[src/rtl/rwo_pkg.sv]
package rwo_pkg;
  typedef enum logic [1:0] {
    PT_IDLE    = 2'd0,
    PT_PULSE   = 2'd1,
    PT_RELEASE = 2'd2
  } pt_state_e;

  typedef struct packed {
    logic rst_en;
    logic wd_en;
    logic trig;
    logic gpo_level;
    logic one_shot;
  } ctl_bits_t;
endpackage

[src/rtl/rwo_field_decode.sv]
module rwo_field_decode
  import rwo_pkg::*;
#(
  parameter int unsigned CFG_W       = 8,
  parameter int unsigned FN_W        = 8,
  parameter int unsigned WDC_W       = 8,
  parameter int unsigned TRIG_BIT    = 4,
  parameter int unsigned GPO_BIT     = 6,
  parameter int unsigned RST_EN_BIT  = 7,
  parameter int unsigned WD_EN_BIT   = 6,
  parameter int unsigned WD_MODE_BIT = 2
) (
  input  logic [CFG_W-1:0] cfg_word_i,
  input  logic [FN_W-1:0]  fn_word_i,
  input  logic [WDC_W-1:0] wd_cfg_i,
  output ctl_bits_t        ctl_o
);
  logic unused_bits;
  assign unused_bits = ^{cfg_word_i, fn_word_i, wd_cfg_i};

  always_comb begin
    ctl_o.rst_en    = fn_word_i[RST_EN_BIT];
    ctl_o.wd_en     = fn_word_i[WD_EN_BIT];
    ctl_o.trig      = cfg_word_i[TRIG_BIT];
    ctl_o.gpo_level = cfg_word_i[GPO_BIT];
    ctl_o.one_shot  = wd_cfg_i[WD_MODE_BIT];
  end
endmodule

[src/rtl/rwo_pulse_timer.sv]
module rwo_pulse_timer
  import rwo_pkg::*;
#(
  parameter int unsigned PULSE_TICKS = 11
) (
  input  logic clk_i,
  input  logic rst_ni,
  input  logic en_i,
  input  logic trig_i,
  input  logic tick_i,
  output logic active_o,
  output logic clr_req_o
);
  localparam int unsigned CNT_W = $clog2(PULSE_TICKS + 1);
  localparam logic [CNT_W-1:0] LAST = CNT_W'(PULSE_TICKS - 1);

  pt_state_e        state_q, state_d;
  logic [CNT_W-1:0] cnt_q, cnt_d;

  always_comb begin
    state_d = state_q;
    cnt_d   = cnt_q;
    unique case (state_q)
      PT_IDLE: begin
        if (en_i && trig_i) begin
          state_d = PT_PULSE;
          cnt_d   = '0;
        end
      end
      PT_PULSE: begin
        // trigger level is not looked at here: retrigger has no effect
        if (tick_i) begin
          if (cnt_q == LAST) state_d = PT_RELEASE;
          else               cnt_d   = cnt_q + 1'b1;
        end
      end
      PT_RELEASE: begin
        if (!trig_i) state_d = PT_IDLE;
      end
      default: state_d = PT_IDLE;
    endcase
  end

  always_ff @(posedge clk_i or negedge rst_ni) begin
    if (!rst_ni) begin
      state_q <= PT_IDLE;
      cnt_q   <= '0;
    end else begin
      state_q <= state_d;
      cnt_q   <= cnt_d;
    end
  end

  assign active_o  = (state_q == PT_PULSE);
  assign clr_req_o = (state_q == PT_RELEASE);
endmodule

[src/rtl/rwo_temp_watch.sv]
module rwo_temp_watch (
  input  logic clk_i,
  input  logic rst_ni,
  input  logic one_shot_i,
  input  logic over_i,
  input  logic below_hyst_i,
  input  logic rd_i,
  output logic flag_o
);
  logic over_q, flag_q, flag_d, rise;

  assign rise = over_i & ~over_q;

  always_comb begin
    flag_d = flag_q;
    if (one_shot_i) begin
      if (rise)      flag_d = 1'b1;
      else if (rd_i) flag_d = 1'b0;
    end else begin
      if (over_i)            flag_d = 1'b1;
      else if (below_hyst_i) flag_d = 1'b0;
    end
  end

  always_ff @(posedge clk_i or negedge rst_ni) begin
    if (!rst_ni) begin
      over_q <= 1'b0;
      flag_q <= 1'b0;
    end else begin
      over_q <= over_i;
      flag_q <= flag_d;
    end
  end

  assign flag_o = flag_q;
endmodule

[src/rtl/rwo_pin_drive.sv]
module rwo_pin_drive
  import rwo_pkg::*;
(
  input  logic      clk_i,
  input  logic      rst_ni,
  input  ctl_bits_t ctl_i,
  input  logic      pulse_active_i,
  input  logic      wd_flag_i,
  output logic      pin_drive_o,
  output logic      gpo_drive_o
);
  logic wd_sel, gpo_q;

  // reset function takes the pin whenever its enable is set
  assign wd_sel      = ctl_i.wd_en & ~ctl_i.rst_en;
  assign pin_drive_o = (ctl_i.rst_en & pulse_active_i) | (wd_sel & wd_flag_i);

  always_ff @(posedge clk_i or negedge rst_ni) begin
    if (!rst_ni) gpo_q <= 1'b0;
    else         gpo_q <= ~ctl_i.gpo_level;
  end

  assign gpo_drive_o = gpo_q;
endmodule

[src/rtl/rwo_ctrl.sv]
module rwo_ctrl
  import rwo_pkg::*;
#(
  parameter int unsigned CFG_W           = 8,
  parameter int unsigned FN_W            = 8,
  parameter int unsigned WDC_W           = 8,
  parameter int unsigned TRIG_BIT        = 4,
  parameter int unsigned GPO_BIT         = 6,
  parameter int unsigned RST_EN_BIT      = 7,
  parameter int unsigned WD_EN_BIT       = 6,
  parameter int unsigned WD_MODE_BIT     = 2,
  parameter int unsigned MIN_PULSE_TICKS = 10
) (
  input  logic             clk_i,
  input  logic             rst_ni,
  input  logic [CFG_W-1:0] cfg_word_i,
  input  logic [FN_W-1:0]  fn_word_i,
  input  logic [WDC_W-1:0] wd_cfg_i,
  input  logic             tick_i,
  input  logic             temp_over_i,
  input  logic             temp_below_hyst_i,
  input  logic             status_rd_i,
  output logic             pin_drive_o,
  output logic             gpo_drive_o,
  output logic             trig_clr_o
);
  // one extra tick absorbs the unknown tick phase at pulse start
  localparam int unsigned PULSE_TICKS = MIN_PULSE_TICKS + 1;

  ctl_bits_t ctl;
  logic      pulse_active, wd_flag;

  rwo_field_decode #(
    .CFG_W(CFG_W), .FN_W(FN_W), .WDC_W(WDC_W),
    .TRIG_BIT(TRIG_BIT), .GPO_BIT(GPO_BIT),
    .RST_EN_BIT(RST_EN_BIT), .WD_EN_BIT(WD_EN_BIT), .WD_MODE_BIT(WD_MODE_BIT)
  ) u_decode (
    .cfg_word_i (cfg_word_i),
    .fn_word_i  (fn_word_i),
    .wd_cfg_i   (wd_cfg_i),
    .ctl_o      (ctl)
  );

  rwo_pulse_timer #(.PULSE_TICKS(PULSE_TICKS)) u_pulse (
    .clk_i     (clk_i),
    .rst_ni    (rst_ni),
    .en_i      (ctl.rst_en),
    .trig_i    (ctl.trig),
    .tick_i    (tick_i),
    .active_o  (pulse_active),
    .clr_req_o (trig_clr_o)
  );

  rwo_temp_watch u_watch (
    .clk_i        (clk_i),
    .rst_ni       (rst_ni),
    .one_shot_i   (ctl.one_shot),
    .over_i       (temp_over_i),
    .below_hyst_i (temp_below_hyst_i),
    .rd_i         (status_rd_i),
    .flag_o       (wd_flag)
  );

  rwo_pin_drive u_pin (
    .clk_i          (clk_i),
    .rst_ni         (rst_ni),
    .ctl_i          (ctl),
    .pulse_active_i (pulse_active),
    .wd_flag_i      (wd_flag),
    .pin_drive_o    (pin_drive_o),
    .gpo_drive_o    (gpo_drive_o)
  );
endmodule

[config.mk]
export PLATFORM = sky130hd
export DESIGN_NAME = rwo_ctrl
export DESIGN_NICKNAME = d
export VERILOG_FILES = /design/src/rtl/rwo_pkg.sv /design/src/rtl/rwo_field_decode.sv /design/src/rtl/rwo_pulse_timer.sv /design/src/rtl/rwo_temp_watch.sv /design/src/rtl/rwo_pin_drive.sv /design/src/rtl/rwo_ctrl.sv
export SDC_FILE = /design/constraint.sdc
export NUM_CORES = 1
export LEC_CHECK = 0
export BUFFER_PORTS_ARGS = -buffer_cell sky130_fd_sc_hd__buf_4
export CAP_MARGIN = 30
export CORE_AREA = 2 2 39 41
export DETAILED_ROUTE_END_ITERATION = 10
export DIE_AREA = 0 0 41 43
export PLACE_DENSITY = 0.78
export SLEW_MARGIN = 20
export SYNTH_ARGS = -nofsm -noshare
export SYNTH_HDL_FRONTEND = slang
export SYNTH_HIERARCHICAL = 1
export SYNTH_SLANG_ARGS = --single-unit
[constraint.sdc]
create_clock -name clk_i -period 2.2 [get_ports clk_i]
set_clock_uncertainty 0.1 [all_clocks]
set_input_delay 0.44 -clock clk_i [delete_from_list [all_inputs] [get_ports clk_i]]
set_output_delay 0.44 -clock clk_i [all_outputs]
set_load 0.005 [all_outputs]
==> summary.md <==
| Metric | Value |
|---|---|
| Die area | 1763 µm² |
| Final worst path period share | 0.8164 |
| Crit-path max FO | 9 |
| Total congestion overflow | 0 |
| Status | finished, final reports clean |
| Worst reg2reg startpoint | u_pulse/cnt_q[0] |
| Initial antenna violation count | 0 |
| Die Y | 43 µm |
| Fin. max-slew vios | 0 |
| Clk_lat worst skew | 0.25 ns |
| Leading post-synthesis cells by instance count | dfrtp_1 (9), buf_4 (5), inv_1 (4) |
| Fin area | 624.3 µm² |
| Peak VDD IR | 0.0004271 V |
| GRT Overall Usage | 0.1224 |
| Clk sink count | 9 |
| Final hold vios | 0 |
| CTS clk-pin slew, worst paths | 0.05 ns |
| Synth Cell Area | 523.0 µm² |
| Vias | 378 |
| Worst Path Required | 1.66 ns |
| Crit path cell chain | or2b_1 -> inv_1 -> nand2_1 -> o21ai_1 -> buf_4 |
| Hold Startpoint | temp_over_i |
| Initial core utilization | 0.3779 |
| Leakage power | 0.3185 nW |
| Area Growth Syn to Fin | 19.38% |
| Area contributors post-synth | dfrtp_1 (43%), buf_4 (7.2%), ha_1 (4.8%) |
| HPWL after DPL | 702.2 µm |
| Crit-path slowest cell | dfrtp_1 |
| PortBufs | 13 |
| Post-CTS Setup Inserts | 0 |
| Most common cell in the synthesized netlist | dfrtp_1 |
| Yosys top cell area share | 0.4306 |
| Row count | 14 |
| Sequential-to-total area share from yosys stat | 0.4306 |
| Via-per-instance ratio | 4.909 |
| Power Density | 741.9 nW/µm² |
| Crit path from | u_pulse/state_q[0] |
| Worst-margin pin slew | 0.2654 ns |
| Biggest cell delay along the critical path | 0.45 ns |
| Worst endpoint data arrival time | 1.26 ns |
| Final setup vio count | 0 |
| Ports | 33 |
| Max frequency | 0.5568 GHz |
| Iteration count of the initial detailed-routing pass | 2 |
| YS warnings | 6 |
| Cells after Synth | 50 |
| Fillcell total | 125 |
| Cell taking the most area after synthesis | dfrtp_1 |
| Vias in the first global route | 355 |
| Wire per inst | 10.71 µm |
| Post-synth ARST share | 1.000 |
| RSZ-0062 raised after global routing | no |
| CP Class | flop to output port |
| Core area | 1384 µm² |
| Antenna Cells | 0 |
| First-pass GRT wire length | 1366 µm |
| Layout cells sized above 1 | 0.3115 |
| Clock tree buffer depth | 2 |
| Crit start category | flop |
| Post-synth top flop | dfrtp_1 |
| CTS tree | done |
| H-tree Lvls | 1 |
| Min Tclk post-route | 1.796 ns |
| Mean Syn Cell Area | 10.46 µm² |
| Nets | 94 |
| DIE WIDTH | 41 µm |
| Root buffer cell | clkbuf_4 |
| Largest net degree at the start of global routing | 10 |
| Post-synth EDFFs | 0 |
| HP Class | input port to flop |
| Final setup TNS | 0 ns |
| FF+latch count, synth | 9 |
| Synth Net Count | 82 |
| Critical path endpoint category | output port |
| Detailed-route DRC error count | 0 |
| Rel. slew slack | 0.8206 |
| Starting DRT DRC Count | 2 |
| RD Place Congestion | 0.6988 |
| Max_cap viols | 0 |
| Post-synth cell types | 27 |
| WP buf/inv | 2 |
| Post-Place Cell Area | 588.1 µm² |
| Top delay family on crit path | flip-flops |
| TritonCTS buffer count | 3 |
| Number of nets with antenna violations after routing | 0 |
| Total routed wirelength | 825 µm |
-- layout make-up --
class / instances / area, µm² / area share
clock buffers: 4 / 26.28 / 0.04208
inverters: 4 / 15.01 / 0.02405
multi-input cells: 30 / 230.2 / 0.3687
flip-flops and latches: 9 / 225.2 / 0.3607
well taps: 16 / 20.02 / 0.03206
repair buffers: 14 / 107.6 / 0.1723
-- timing repair --
item	4_1_cts	5_1_grt
endpoints found under the hold margin	9	0
hold buffers	1	0
gates resized for setup	0	0
-- path summary, 6_finish.rpt --
check | to | slack [ns] | cells past startpoint
setup / recovery | pin_drive_o | 0.40 | 5
hold / removal | u_watch/over_q | 0.21 | 1
setup reg to reg | u_pulse/cnt_q[0] | 0.64 | 5
hold reg to reg | u_watch/flag_o | 0.42 | 1
max in group asynchronous | u_pulse/cnt_q[2] | 1.43 | 2
min in group asynchronous | u_watch/over_q | 0.44 | 2
-- logic make-up (layout without fill, tap and decap cells) --
kind of cell | count (synthesis) | in the layout | share of synthesized area
AO/OA/AOI/OAI | 12 | 12 | 0.1723
buffers and inverters | 11 | 22 | 0.1292
adder cells (fa/ha/maj) | 2 | 2 | 0.04784
multiplexers | 1 | 1 | 0.01914
AND/OR/NAND/NOR | 15 | 15 | 0.2010
flip-flops | 9 | 9 | 0.4306
-- layout by cell type, fill, tap and decap left out --
cell type,Yosys,final
a21o_1,1,1
a21oi_1,1,1
a22o_1,2,2
a311o_1,2,2
and2b_2,1,1
and3_1,1,1
and3b_1,2,2
and4bb_2,1,1
buf_4,5,13
clkbuf_1,1,1
clkbuf_4,0,3
dfrtp_1,9,9
dlygate4sd3_1,0,1
ha_1,2,2
inv_1,4,4
mux2i_1,1,1
nand2_1,3,3
nand3b_1,1,1
nor3_1,1,1
nor3b_1,1,1
nor4_1,2,2
nor4b_1,1,1
o21ai_0,2,2
o21ai_1,1,1
o21ba_2,1,1
o22ai_1,1,1
o2bb2ai_1,1,1
or2b_1,1,1
-- registers in the layout (all words and copies together), names as in the netlist --
name / count
u_pin/gpo_drive_o: 1
u_watch/flag_o: 1
u_pulse/cnt_q: 4
u_watch/over_q: 1
u_pulse/state_q: 2
-- worst reg2reg max path: stages, from the launching register on --
cell	delay, ns
dfrtp_1	0.42
inv_1	0.10
ha_1	0.16
and3b_1	0.30
nor4_1	0.08
a311o_1	0.28
-- power breakdown --
group	internal, mW	total [mW]	switching (mW)
clock	0.0692	0.117	0.0477
sequential	0.195	0.228	0.0328
combinational	0.0671	0.119	0.0515
-- metal layers --
metal,GRT usage,part of all wire,vias to the layer above
met5,0,0,-
met4,0.1200,0.015,0
met1,0.1492,0.44,174
li1,-,-,197
met2,0.1625,0.53,5
met3,0.03141,0.013,2
-- metrics by stage --
stage / total power, mW / utilization / hold slack [ns] / instances / setup WS [ns]
3_3_place_gp: 0.3444 / 0.4250 / 0.1632 / 72 / 0.6712
4_1_cts: 0.4723 / 0.4512 / 0.1944 / 77 / 0.3822
2_1_floorplan: 0.3141 / - / 0.04441 / 50 / 0.7106
5_1_grt: 0.5054 / 0.4512 / 0.1874 / 77 / 0.2842
6_report: 0.4632 / 0.4512 / 0.2081 / 77 / 0.4039
3_5_place_dp: 0.3492 / 0.4250 / 0.1636 / 72 / 0.6686
No activity file was read; power rests on OpenSTA's default activity.
